### config.mk
export PLATFORM = sky130hd
export DESIGN_NAME = refresh_forced_ctrl
export DESIGN_NICKNAME = d
export VERILOG_FILES = /design/src/rtl/rfc_pkg.sv /design/src/rtl/rfc_sync.sv /design/src/rtl/rfc_ras_seq.sv /design/src/rtl/rfc_row_ctr.sv /design/src/rtl/rfc_req.sv /design/src/rtl/refresh_forced_ctrl.sv
export SDC_FILE = /design/constraint.sdc
export NUM_CORES = 1
export LEC_CHECK = 0
export BUFFER_PORTS_ARGS = -buffer_cell sky130_fd_sc_hd__buf_4
export CORE_MARGIN = 1.5
export CORE_UTILIZATION = 40
export CTS_CLUSTER_DIAMETER = 60
export DETAILED_ROUTE_END_ITERATION = 16
export GPL_TIMING_DRIVEN = 0
export HOLD_SLACK_MARGIN = 0.03
export PLACE_DENSITY = 0.57
export SLEW_MARGIN = 0
export SYNTH_ARGS = -nofsm -noshare
export SYNTH_HDL_FRONTEND = slang
export SYNTH_HIERARCHICAL = 1
export SYNTH_SLANG_ARGS = --single-unit
### constraint.sdc
create_clock -name clk -period 1.7 [get_ports clk]
set_input_delay 0.34 -clock clk [delete_from_list [all_inputs] [get_ports clk]]
set_output_delay 0.34 -clock clk [all_outputs]
set_load 0.02 [all_outputs]
### src/rtl/rfc_pkg.sv
package rfc_pkg;

  // Positions inside the synchronized input vector
  localparam int unsigned SIG_PERIOD = 0;
  localparam int unsigned SIG_GEN    = 1;
  localparam int unsigned SIG_GRANT  = 2;
  localparam int unsigned SIG_RAS    = 3;
  localparam int unsigned SIG_CLR    = 4;
  localparam int unsigned SIG_COUNT  = 5;

  typedef enum logic [1:0] {
    SEQ_IDLE = 2'd0,
    SEQ_LEAD = 2'd1,
    SEQ_LOW  = 2'd2,
    SEQ_HOLD = 2'd3
  } seq_state_e;

endpackage

### src/rtl/rfc_sync.sv
module rfc_sync #(
  parameter int unsigned   W       = 1,
  parameter int unsigned   STAGES  = 2,
  parameter logic [W-1:0]  RST_VAL = '0
) (
  input  logic         clk,
  input  logic         rst_n,
  input  logic [W-1:0] d_i,
  output logic [W-1:0] q_o
);

  logic [W-1:0] stage_q [STAGES];

  for (genvar s = 0; s < STAGES; s++) begin : g_stage
    if (s == 0) begin : g_first
      always_ff @(posedge clk or negedge rst_n) begin
        if (!rst_n) stage_q[s] <= RST_VAL;
        else        stage_q[s] <= d_i;
      end
    end else begin : g_next
      always_ff @(posedge clk or negedge rst_n) begin
        if (!rst_n) stage_q[s] <= RST_VAL;
        else        stage_q[s] <= stage_q[s-1];
      end
    end
  end

  assign q_o = stage_q[STAGES-1];

endmodule

### src/rtl/rfc_ras_seq.sv
module rfc_ras_seq #(
  parameter int unsigned LEAD_FALLS = 2,
  parameter int unsigned LOW_FALLS  = 2
) (
  input  logic clk,
  input  logic rst_n,
  input  logic grant_low_i,
  input  logic period_high_i,
  input  logic gen_fall_i,
  output logic forced_o,
  output logic start_o,
  output logic finish_o
);
  import rfc_pkg::*;

  localparam int unsigned MAX_FALLS = (LEAD_FALLS > LOW_FALLS) ? LEAD_FALLS : LOW_FALLS;
  localparam int unsigned CNT_W     = $clog2(MAX_FALLS + 1);
  localparam logic [CNT_W-1:0] LEAD_LAST = CNT_W'(LEAD_FALLS - 1);
  localparam logic [CNT_W-1:0] LOW_LAST  = CNT_W'(LOW_FALLS - 1);

  seq_state_e       state_q, state_d;
  logic [CNT_W-1:0] cnt_q, cnt_d;
  logic             forced_q, forced_d;

  always_comb begin
    state_d  = state_q;
    cnt_d    = cnt_q;
    start_o  = 1'b0;
    finish_o = 1'b0;
    unique case (state_q)
      SEQ_IDLE: begin
        if (grant_low_i && !period_high_i) begin
          state_d = SEQ_LEAD;
          cnt_d   = '0;
        end
      end
      SEQ_LEAD: begin
        if (!grant_low_i) begin
          state_d = SEQ_IDLE;
        end else if (gen_fall_i) begin
          if (cnt_q == LEAD_LAST) begin
            state_d = SEQ_LOW;
            cnt_d   = '0;
            start_o = 1'b1;
          end else begin
            cnt_d = cnt_q + 1'b1;
          end
        end
      end
      SEQ_LOW: begin
        if (!grant_low_i) begin
          state_d = SEQ_IDLE;
        end else if (gen_fall_i) begin
          if (cnt_q == LOW_LAST) begin
            state_d  = SEQ_HOLD;
            finish_o = 1'b1;
          end else begin
            cnt_d = cnt_q + 1'b1;
          end
        end
      end
      SEQ_HOLD: begin
        if (!grant_low_i) state_d = SEQ_IDLE;
      end
      default: state_d = SEQ_IDLE;
    endcase
    forced_d = (state_d == SEQ_LOW);
  end

  always_ff @(posedge clk or negedge rst_n) begin
    if (!rst_n) begin
      state_q  <= SEQ_IDLE;
      cnt_q    <= '0;
      forced_q <= 1'b0;
    end else begin
      state_q  <= state_d;
      cnt_q    <= cnt_d;
      forced_q <= forced_d;
    end
  end

  assign forced_o = forced_q;

endmodule

### src/rtl/rfc_row_ctr.sv
module rfc_row_ctr #(
  parameter int unsigned ROW_W = 8
) (
  input  logic             clk,
  input  logic             rst_n,
  input  logic             clr_i,
  input  logic             inc_forced_i,
  input  logic             inc_hidden_i,
  output logic [ROW_W-1:0] row_o
);

  logic [ROW_W-1:0] row_q, row_d;
  logic             step;

  always_comb begin
    step  = inc_forced_i | inc_hidden_i;
    row_d = row_q;
    if (clr_i)     row_d = '0;
    else if (step) row_d = row_q + 1'b1;
  end

  always_ff @(posedge clk or negedge rst_n) begin
    if (!rst_n) row_q <= '0;
    else        row_q <= row_d;
  end

  assign row_o = row_q;

endmodule

### src/rtl/rfc_req.sv
module rfc_req (
  input  logic clk,
  input  logic rst_n,
  input  logic period_rise_i,
  input  logic period_fall_i,
  input  logic hidden_start_i,
  input  logic ras_start_i,
  output logic req_o
);

  logic done_q, done_d;
  logic req_q, req_d;

  always_comb begin
    done_d = done_q;
    if (period_rise_i)       done_d = 1'b0;
    else if (hidden_start_i) done_d = 1'b1;

    req_d = req_q;
    if (ras_start_i)                   req_d = 1'b0;
    else if (period_fall_i && !done_q) req_d = 1'b1;
  end

  always_ff @(posedge clk or negedge rst_n) begin
    if (!rst_n) begin
      done_q <= 1'b0;
      req_q  <= 1'b0;
    end else begin
      done_q <= done_d;
      req_q  <= req_d;
    end
  end

  assign req_o = req_q;

endmodule

### src/rtl/refresh_forced_ctrl.sv
module refresh_forced_ctrl #(
  parameter int unsigned ROW_W       = 8,
  parameter int unsigned NUM_BANKS   = 4,
  parameter int unsigned SYNC_STAGES = 2,
  parameter int unsigned LEAD_FALLS  = 2,
  parameter int unsigned LOW_FALLS   = 2
) (
  input  logic                 clk,
  input  logic                 rst_n,
  input  logic                 period_clk_i,
  input  logic                 gen_clk_i,
  input  logic                 grant_n_i,
  input  logic                 ras_in_n_i,
  input  logic                 row_clr_n_i,
  input  logic [ROW_W-1:0]     addr_i,
  output logic [NUM_BANKS-1:0] ras_n_o,
  output logic                 req_n_o,
  output logic [ROW_W-1:0]     addr_o
);
  import rfc_pkg::*;

  // Reset: asserted asynchronously, released on the clock
  logic [1:0] rst_pipe_q;
  logic       rst_n_q;

  always_ff @(posedge clk or negedge rst_n) begin
    if (!rst_n) rst_pipe_q <= 2'b00;
    else        rst_pipe_q <= {rst_pipe_q[0], 1'b1};
  end
  assign rst_n_q = rst_pipe_q[1];

  // Input synchronization
  logic [SIG_COUNT-1:0] raw_in, sync_q;

  always_comb begin
    raw_in             = '0;
    raw_in[SIG_PERIOD] = period_clk_i;
    raw_in[SIG_GEN]    = gen_clk_i;
    raw_in[SIG_GRANT]  = grant_n_i;
    raw_in[SIG_RAS]    = ras_in_n_i;
    raw_in[SIG_CLR]    = row_clr_n_i;
  end

  rfc_sync #(
    .W       (SIG_COUNT),
    .STAGES  (SYNC_STAGES),
    .RST_VAL ({SIG_COUNT{1'b1}})
  ) u_sync (
    .clk   (clk),
    .rst_n (rst_n_q),
    .d_i   (raw_in),
    .q_o   (sync_q)
  );

  // Edge strobes
  logic period_high, gen_lvl, ras_lvl_n;
  logic grant_low, clr_low;
  logic period_prev_q, gen_prev_q, ras_prev_q;
  logic period_prev_d, gen_prev_d, ras_prev_d;
  logic period_rise, period_fall, gen_fall, ras_fall, ras_rise;

  always_comb begin
    period_high   = sync_q[SIG_PERIOD];
    gen_lvl       = sync_q[SIG_GEN];
    ras_lvl_n     = sync_q[SIG_RAS];
    grant_low     = ~sync_q[SIG_GRANT];
    clr_low       = ~sync_q[SIG_CLR];
    period_prev_d = period_high;
    gen_prev_d    = gen_lvl;
    ras_prev_d    = ras_lvl_n;
    period_rise   = period_high & ~period_prev_q;
    period_fall   = ~period_high & period_prev_q;
    gen_fall      = ~gen_lvl & gen_prev_q;
    ras_fall      = ~ras_lvl_n & ras_prev_q;
    ras_rise      = ras_lvl_n & ~ras_prev_q;
  end

  always_ff @(posedge clk or negedge rst_n_q) begin
    if (!rst_n_q) begin
      period_prev_q <= 1'b1;
      gen_prev_q    <= 1'b1;
      ras_prev_q    <= 1'b1;
    end else begin
      period_prev_q <= period_prev_d;
      gen_prev_q    <= gen_prev_d;
      ras_prev_q    <= ras_prev_d;
    end
  end

  // Hidden refresh in the high phase of the period clock
  logic hidden_start, hidden_end;
  assign hidden_start = ras_fall & grant_low & period_high;
  assign hidden_end   = ras_rise & grant_low & period_high;

  // Forced RAS sequencer
  logic forced, ras_start, ras_finish;

  rfc_ras_seq #(
    .LEAD_FALLS (LEAD_FALLS),
    .LOW_FALLS  (LOW_FALLS)
  ) u_seq (
    .clk           (clk),
    .rst_n         (rst_n_q),
    .grant_low_i   (grant_low),
    .period_high_i (period_high),
    .gen_fall_i    (gen_fall),
    .forced_o      (forced),
    .start_o       (ras_start),
    .finish_o      (ras_finish)
  );

  // Row counter
  logic [ROW_W-1:0] row_cnt;

  rfc_row_ctr #(
    .ROW_W (ROW_W)
  ) u_ctr (
    .clk          (clk),
    .rst_n        (rst_n_q),
    .clr_i        (clr_low),
    .inc_forced_i (ras_finish),
    .inc_hidden_i (hidden_end),
    .row_o        (row_cnt)
  );

  // Request logic
  logic req;

  rfc_req u_req (
    .clk            (clk),
    .rst_n          (rst_n_q),
    .period_rise_i  (period_rise),
    .period_fall_i  (period_fall),
    .hidden_start_i (hidden_start),
    .ras_start_i    (ras_start),
    .req_o          (req)
  );

  // Address mux, registered
  logic [ROW_W-1:0] addr_q, addr_d;

  always_comb begin
    addr_d = grant_low ? row_cnt : addr_i;
  end

  always_ff @(posedge clk or negedge rst_n_q) begin
    if (!rst_n_q) addr_q <= '0;
    else          addr_q <= addr_d;
  end

  // Outputs
  for (genvar b = 0; b < NUM_BANKS; b++) begin : g_bank
    assign ras_n_o[b] = forced ? 1'b0 : ras_lvl_n;
  end

  assign req_n_o = ~req;
  assign addr_o  = addr_q;

endmodule

# After elaboration in Yosys (flattened, before gate mapping)
# Cells that the tools add are included.
# totals
wordCells,83
input_bits,15
regBits,38
output_inout_bits,13
# op_classes
n_addsub,2
eq_ne,12
bitwise_logic,17
n_reduce_logical,9
mux,30
# op_table
operator,n
2-bit 2-to-1 mux,15
8-bit 2-to-1 mux,3
1-bit 2-to-1 mux,10
"2-bit != test, second input constant",5
1-bit bitwise AND,9
"8-bit by 1-bit adder with 8-bit output, second input constant",1
2-bit one-hot mux with 4 select lines,1
1-bit NOT,7
7-bit AND reduction,1
"2-bit == test, second input constant",3
2-bit one-hot mux with 3 select lines,1
"2-bit by 1-bit == test with 1-bit output, second input constant",2
"2-bit by 1-bit != test with 1-bit output, second input constant",2
2-bit nonzero test,2
3-bit nonzero test,1
"2-bit by 1-bit adder with 2-bit output, second input constant",1
1-bit logical AND,2
1-bit zero test,2
2-bit zero test,1
1-bit OR,1

# Depth between registers and ports, before layout
# Gate-level depths: netlist of run 1.
# logic_depth
ltp_word,8
ltp_mapped,8
depth_no_buf,7

# Modules after synthesis
# The synthesis of run 1 kept the hierarchy.
# modules_own_cells
mod,seq_area_each_um2,area_per_inst_um2,n_inst,cells_per_inst
refresh_forced_ctrl,329.1,544.3,1,35
rfc_ras_seq,125.1,429.2,1,48
rfc_row_ctr,200.2,386.6,1,38
rfc_sync,262.8,300.3,1,15
rfc_req,50.0,76.3,1,7

# Worst setup path before layout of run 1
# No wires, ideal clock.
# synth_path
path_kind,register to register
startpoint,register u_seq.state_q[0]
endpoint,register u_ctr.row_q[5] (netlist: u_ctr/row_o[5])
required_ps,1622
slack_ps,-135
synth_period_minus_slack_ps,1835
stages_incl_launch_ff,8
arrival_time_ps,1757
setup_time_ps,78
n_path_buf,0
cell_sequence,dfrtp_1 -> inv_1 -> ha_1 -> inv_1 -> nor2_1 -> o2111ai_2 -> or3_1 -> a21oi_1
# synth_via
elab_chain_cells,4
# synth_lines
item,line,text
"start, declared",rfc_ras_seq.sv:21,"seq_state_e state_q, state_d;"
"start signal, assigned",rfc_ras_seq.sv:76,state_q <= state_d;
2-bit == test,rfc_ras_seq.sv:30,unique case (state_q)
1-bit 2-to-1 mux,rfc_ras_seq.sv:30,
net ras_finish,refresh_forced_ctrl.sv:96,"logic forced, ras_start, ras_finish;"
1-bit OR,rfc_row_ctr.sv:16,step = inc_forced_i | inc_hidden_i;
2-bit by 1-bit != test with 1-bit output (no line),n/a,
"end signal, assigned",rfc_row_ctr.sv:24,else row_q <= row_d;
"end, declared",rfc_row_ctr.sv:12,"logic [ROW_W-1:0] row_q, row_d;"
# The timed path passes the listed nets, and every way through them passes these cells.
# A chain may end at the register's enable or synchronous reset.

# Worst setup path after layout of run 1
# layout_path
startpoint,register gen_prev_q
endpoint,register u_seq.cnt_q[0]
# layout_via
elab_chain_cells,3
elab_cells_between_ends,4
classes_between,eq/ne: 2; bitwise: 1; reduce/logical: 1
# layout_lines
item,line,text
"start, declared",refresh_forced_ctrl.sv:58,"logic period_prev_q, gen_prev_q, ras_prev_q;"
"start signal, assigned",refresh_forced_ctrl.sv:85,gen_prev_q <= gen_prev_d;
1-bit bitwise AND *,refresh_forced_ctrl.sv:73,gen_fall = ~gen_lvl & gen_prev_q;
net gen_fall,refresh_forced_ctrl.sv:60,"logic period_rise, period_fall, gen_fall, ras_fall, ras_rise;"
2-bit != test (no line),n/a,
7-bit AND reduction (no line) *,n/a,
"end signal, assigned",rfc_ras_seq.sv:77,cnt_q <= cnt_d;
"end, declared",rfc_ras_seq.sv:22,"logic [CNT_W-1:0] cnt_q, cnt_d;"
# The timed path passes the listed nets; every way through them passes the cells marked *.

==> flow_metrics.env, run 1 <==
export IMPL_vias=1184
export IMPL_yosysMostFrequentCell="dfrtp_1"
export IMPL_fin_cells=238
export IMPL_min_path_type="in -> reg"
export IMPL_fmax_ghz=0.596
export IMPL_drt_pass1_iterations=4
export IMPL_clkLatencyLatePin_ns=0.29
export IMPL_setup_viol=0
export IMPL_num_rows=23
export IMPL_slowest_delay_ns=0.52
export IMPL_grt_antenna_before_repair=0
export IMPL_power_density_nw_per_um2=1000
export IMPL_port_buffers=27
export IMPL_finalHoldViolCount=0
export IMPL_wirelength_mm=3.19
export IMPL_drive_gt1_frac=0.495
export IMPL_htreeDepth=2
export IMPL_async_reset_ff_frac=1.00
export IMPL_grt_overflow=0
export IMPL_hpwl_mm=2.10
export IMPL_vias_per_cell=4.97
export IMPL_drc_errors=0
export IMPL_clock_skew_ns=0.00734
export IMPL_die_height_microns=68.9
export IMPL_fp_dieArea_sq_um=4750
export IMPL_p_leak_nw=1.05
export IMPL_path_clk_slew_ns=0.07
export IMPL_cp_start_kind="flop"
export IMPL_die_w_microns=68.9
export IMPL_cts_made_buffers=5
export IMPL_cts_tree="done"
export IMPL_drv_slew=0
export IMPL_place_gp_congestion=0.832
export IMPL_maxSlewHeadroom=0.499
export IMPL_core_area_sq_um=4090
export IMPL_final_nets=210
export IMPL_critPathBufInv=2
export IMPL_grt_usage=0.143
export IMPL_initial_utilization=0.425
export IMPL_cp_end_kind="flop"
export IMPL_synth_top_cell_by_area="dfrtp_1"
export IMPL_arrival_ns=1.85
export IMPL_place_area_sq_um=2020
export IMPL_cp_slowest_cell="dfstp_2"
export IMPL_postRouteAntennaNets=0
export IMPL_cp_required_ns=1.87
export IMPL_synth_nets=166
export IMPL_synth_top_cells_by_area="dfrtp_1, dfstp_2, mux2_4"
export IMPL_r2r_slack_ns=0.02
export IMPL_maxCapViolCount=0
export IMPL_setup_tns_ns=0
export IMPL_crit_type="reg -> reg"
export IMPL_synth_cells=143
export IMPL_rsz0062_at_grt="yes"
export IMPL_synth_seq_cells=38
export IMPL_status="completed"
export IMPL_synth_common_cells="dfrtp_1, dfstp_2, inv_1, o21ai_0, nor2_1"
export IMPL_grt_pass1_vias=1084
export IMPL_synth_top_cell_area_share=0.360
export IMPL_area_growth_pct=32.9
export IMPL_cp_top_family="flip-flops"
export IMPL_yosysUniqueCellTypes=36
export IMPL_post_drt_wl_per_cell_microns=13.4
export IMPL_grt_max_degree=37
export IMPL_peakVddDrop_uv=585
export IMPL_cp_max_fo=3
export IMPL_fin_hold_ws_ns=0.161
export IMPL_cts_root_buf="clkbuf_8"
export IMPL_ys_warn_count=6
export IMPL_dpl_cell_count=220
export IMPL_final_period_utilization=0.987
export IMPL_fin_area_sq_um=2310
export IMPL_drt_iter0_drc=50
export IMPL_synth_edf_count=0
export IMPL_syn_cell_area_sq_um=1740
export IMPL_yosysSeqAreaShare=0.557
export IMPL_layout_min_cycle_time_ns=1.68
export IMPL_syn_avg_cell_area_sq_um=12.1
export IMPL_power_mw=2.31
export IMPL_worst_slew_pin_slew_ns=0.751
export IMPL_boundaryPins=28
export IMPL_grt_pass1_wl_mm=4.86
export IMPL_clock_sinks=38
export IMPL_clockBufferDepth=2
export IMPL_insertedDiodeCount=0
export IMPL_synth_ff_type="dfrtp_1"
export IMPL_path_cells="nor2b_4 > buf_4 > inv_1 > a21oi_1 > and4_4 > mux2_4"
## state kept, by name (all words and copies together) (netlist names)
name	count
addr_o	8
u_sync/stage_q	5
u_sync/q_o	5
u_ctr/row_o	8
rst_pipe_q	2
gen_prev_q	1
u_req/done_q	1
u_req/req_o	1
period_prev_q	1
u_seq/state_q	2
u_seq/forced_o	1
ras_prev_q	1
u_seq/cnt_q	2
## area by class of cell
class	count	area [sq um]
plain buffers	8	72.6
repair buffers	39	303
fillers	366	1780
inverters	11	43.8
multi-input cells	84	751
clock buffers	7	76.3
flip-flops and latches	38	968
well taps	50	62.6
clock inverters	1	30.0
## cell families after synthesis
family	count (synthesis)	share of synthesized area
AO/OA/AOI/OAI	24	0.0901
XOR/XNOR	4	0.0202
adder cells (fa/ha/maj)	8	0.0576
buffers and inverters	21	0.0670
flip-flops	38	0.557
multiplexers	10	0.0814
other	1	0.00216
AND/OR/NAND/NOR	37	0.125
## power breakdown
group | switching [mW] | internal, mW | total (mW)
clock | 0.289 | 0.439 | 0.728
sequential | 0.0569 | 0.973 | 1.03
combinational | 0.264 | 0.290 | 0.554
## worst paths after layout
kind	startpoint	to	cells past startpoint
worst max register to register	gen_prev_q	u_seq/cnt_q[0]	6
min in group asynchronous	rst_pipe_q[1]	u_ctr/row_o[2]	0
worst max-delay path	gen_prev_q	u_seq/cnt_q[0]	6
max in group asynchronous	rst_pipe_q[1]	addr_o[5]	0
worst min-delay path	gen_clk_i	u_sync/stage_q[6]	1
worst min register to register	rst_pipe_q[1]	u_ctr/row_o[2]	0
## per-stage QoR
stage | util | worst slack [ns]
finish | 0.565 | 0.0215
global route | 0.565 | -0.0669
CTS | 0.545 | 0.00333
detailed placement | 0.494 | -0.195
global placement | 0.494 | -0.160
floorplan | - | 0.0125
## cell usage in the layout (no fill, tap or decap), types with 2 or more instances in the layout
cell type / instances
buf_4: 41
dfrtp_1: 24
dfstp_2: 13
inv_1: 9
nor2_1: 9
o21ai_0: 9
mux2_4: 8
nand2_1: 6
nor2b_1: 5
clkbuf_8: 5
a21oi_1: 5
ha_1: 4
buf_6: 3
xor2_1: 3
o21ai_1: 3
or3_1: 3
ha_4: 3
nor2b_4: 2
clkbuf_1: 2
## routing by layer
metal  track usage  wire length, microns
met5             0                     0
met4        0.0662                    39
met3        0.0390                   158
met2         0.242                  1550
met1         0.168                  1430
## repair_timing
item                                    4_1_cts  5_1_grt
hold buffers                                  1        0
endpoints found under the setup margin        9       11
resized for setup                            14       10
pin swaps                                     8       11
cloned                                        0        0
setup buffers                                 6        6
hold endpoints to repair                      2        0
No activity file was read; power rests on OpenSTA's default activity.
==> inputs of run 2 (changes only) <==
==> constraint.sdc (replaced) <==
create_clock -name clk -period 1.7 [get_ports clk]
set_input_delay 0.085 -clock clk [delete_from_list [all_inputs] [get_ports clk]]
set_output_delay 0.085 -clock clk [all_outputs]
set_load 0.02 [all_outputs]
==> run 2 against run 1 <==
Effect of this change: design area up 5.2%; worst setup slack better by 0.0012 ns; die area unchanged; wire length up 2.7%; global-route usage up 0.38 points; cell count up 5.9%; largest cell class unchanged; largest power group unchanged.
==> flow_metrics.env, run 2 (synthesized netlist as in run 1, its figures left out) <==
export IMPL_status="completed"
export IMPL_rr_worst_depth=6
export IMPL_die_w_microns=68.9
export IMPL_setup_slack_ns=0.0227
export IMPL_vias=1223
export IMPL_final_period_utilization=0.987
export IMPL_drt_iter0_drc=60
export IMPL_boundaryPins=28
export IMPL_setup_tns_ns=0
export IMPL_path_clk_slew_ns=0.07
export IMPL_clockBufferDepth=2
export IMPL_power_density_nw_per_um2=961
export IMPL_grt_pass1_wl_mm=5.01
export IMPL_m1WireLength_mm=1.47
export IMPL_p_leak_nw=1.10
export IMPL_grt_max_degree=37
export IMPL_insertedDiodeCount=0
export IMPL_place_gp_congestion=0.832
export IMPL_grt_overflow=0
export IMPL_crit_type="reg -> reg"
export IMPL_finalHoldViolCount=0
export IMPL_post_drt_wl_per_cell_microns=13.0
export IMPL_hpwl_mm=2.10
export IMPL_wl_met2_mm=1.61
export IMPL_cp_max_fo=3
export IMPL_routed_top_layer="met4"
export IMPL_cts_root_buf="clkbuf_8"
export IMPL_place_ws_ns=-0.195
export IMPL_grt_pass1_vias=1136
export IMPL_drv_slew=0
export IMPL_fmax_ghz=0.596
export IMPL_cp_start_kind="flop"
export IMPL_clock_skew_ns=0.00699
export IMPL_fin_hold_ws_ns=0.126
export IMPL_grt_usage=0.147
export IMPL_die_height_microns=68.9
export IMPL_place_area_sq_um=2020
export IMPL_setup_viol=0
export IMPL_rsz0062_at_grt="yes"
export IMPL_initial_utilization=0.425
export IMPL_core_area_sq_um=4090
export IMPL_fillers=353
export IMPL_clkLatencyLatePin_ns=0.29
export IMPL_cts_made_buffers=5
export IMPL_fin_area_sq_um=2430
export IMPL_multi_input_area_sq_um=743
export IMPL_cp_end_kind="flop"
export IMPL_mostFrequentLayoutCells="buf_4, dfrtp_1, dlygate4sd3_1, dfstp_2"
export IMPL_layout_min_cycle_time_ns=1.68
export IMPL_arrival_ns=1.85
export IMPL_dpl_cell_count=220
export IMPL_drt_pass1_iterations=5
export IMPL_wirelength_mm=3.27
export IMPL_drc_errors=0
export IMPL_cp_required_ns=1.87
export IMPL_htreeDepth=2
export IMPL_num_rows=23
export IMPL_worst_slew_pin_slew_ns=0.753
export IMPL_wl_met3_microns=146
export IMPL_grt_antenna_before_repair=0
export IMPL_clock_sinks=38
export IMPL_cts_tree="done"
export IMPL_maxCapViolCount=0
export IMPL_area_growth_pct=39.7
export IMPL_layout_commonest_cell="buf_4"
export IMPL_drive_gt1_frac=0.460
export IMPL_port_buffers=27
export IMPL_vias_per_cell=4.85
export IMPL_final_nets=224
export IMPL_fp_dieArea_sq_um=4750
export IMPL_min_path_type="in -> async"
export IMPL_postRouteAntennaNets=0
export IMPL_fin_cells=252
export IMPL_maxSlewHeadroom=0.498
export IMPL_peakVddDrop_uv=586
export IMPL_seqCellArea_sq_um=968
[run 2: changes by cell type in the layout (fill, tap and decap cells not counted), sizes merged]
cell,previous run,this run
buf,46,47
dlygate4sd3,1,14
[run 2: what timing repair did]
action | CTS | global route
setup buffers | 6 | 6
pin swaps | 8 | 11
hold endpoints to repair | 14 | 1
gates resized for setup | 11 | 8
setup endpoints to repair | 5 | 8
hold buffers | 13 | 1
[run 2: layout make-up]
| type | count | area share |
|---|---|---|
| Clock buffer | 7 | 0.0315 |
| Multi-Input combinational cell | 84 | 0.306 |
| Buffer | 9 | 0.0315 |
| Timing Repair Buffer | 52 | 0.175 |
| Inverter | 11 | 0.0181 |
| Tap cell | 50 | 0.0258 |
| Sequential cell | 38 | 0.399 |
| Clock inverter | 1 | 0.0124 |
[run 2: report_power, final]
group	leakage [nW]	internal, mW	switching (mW)
combinational	0.583	0.307	0.270
sequential	0.464	0.973	0.0557
clock	0.0524	0.439	0.288
[run 2: critical path, cell delays in order, from the launching register on]
cell     delay, ns
dfstp_2       0.52
nor2b_4       0.19
buf_4         0.13
inv_1         0.04
a21oi_1       0.13
and4_4        0.26
mux2_4        0.29
[run 2: worst paths after layout]
check / start / to / slack [ns]
worst max-delay path: gen_prev_q / u_seq/cnt_q[0] / 0.02
max in group asynchronous: rst_pipe_q[1] / addr_o[5] / 0.88
worst min-delay path: rst_n / rst_pipe_q[1] / 0.13
worst min register to register: rst_pipe_q[1] / u_ctr/row_o[2] / 0.34
min in group clk: rst_pipe_q[0] / rst_pipe_q[1] / 0.35
worst max register to register: gen_prev_q / u_seq/cnt_q[0] / 0.02
[run 2: metrics by stage]
step / power, mW / util
2_1_floorplan: 1.35 / -
3_3_place_gp: 1.46 / 0.494
3_5_place_dp: 1.47 / 0.494
4_1_cts: 2.31 / 0.572
5_1_grt: 2.46 / 0.594
6_report: 2.33 / 0.594
[run 2: metal layers]
layer | vias up | GRT usage
met2 | 37 | 0.252
met1 | 590 | 0.170
met5 | - | 0
met3 | 4 | 0.0390
li1 | 592 | -
met4 | 0 | 0.0662
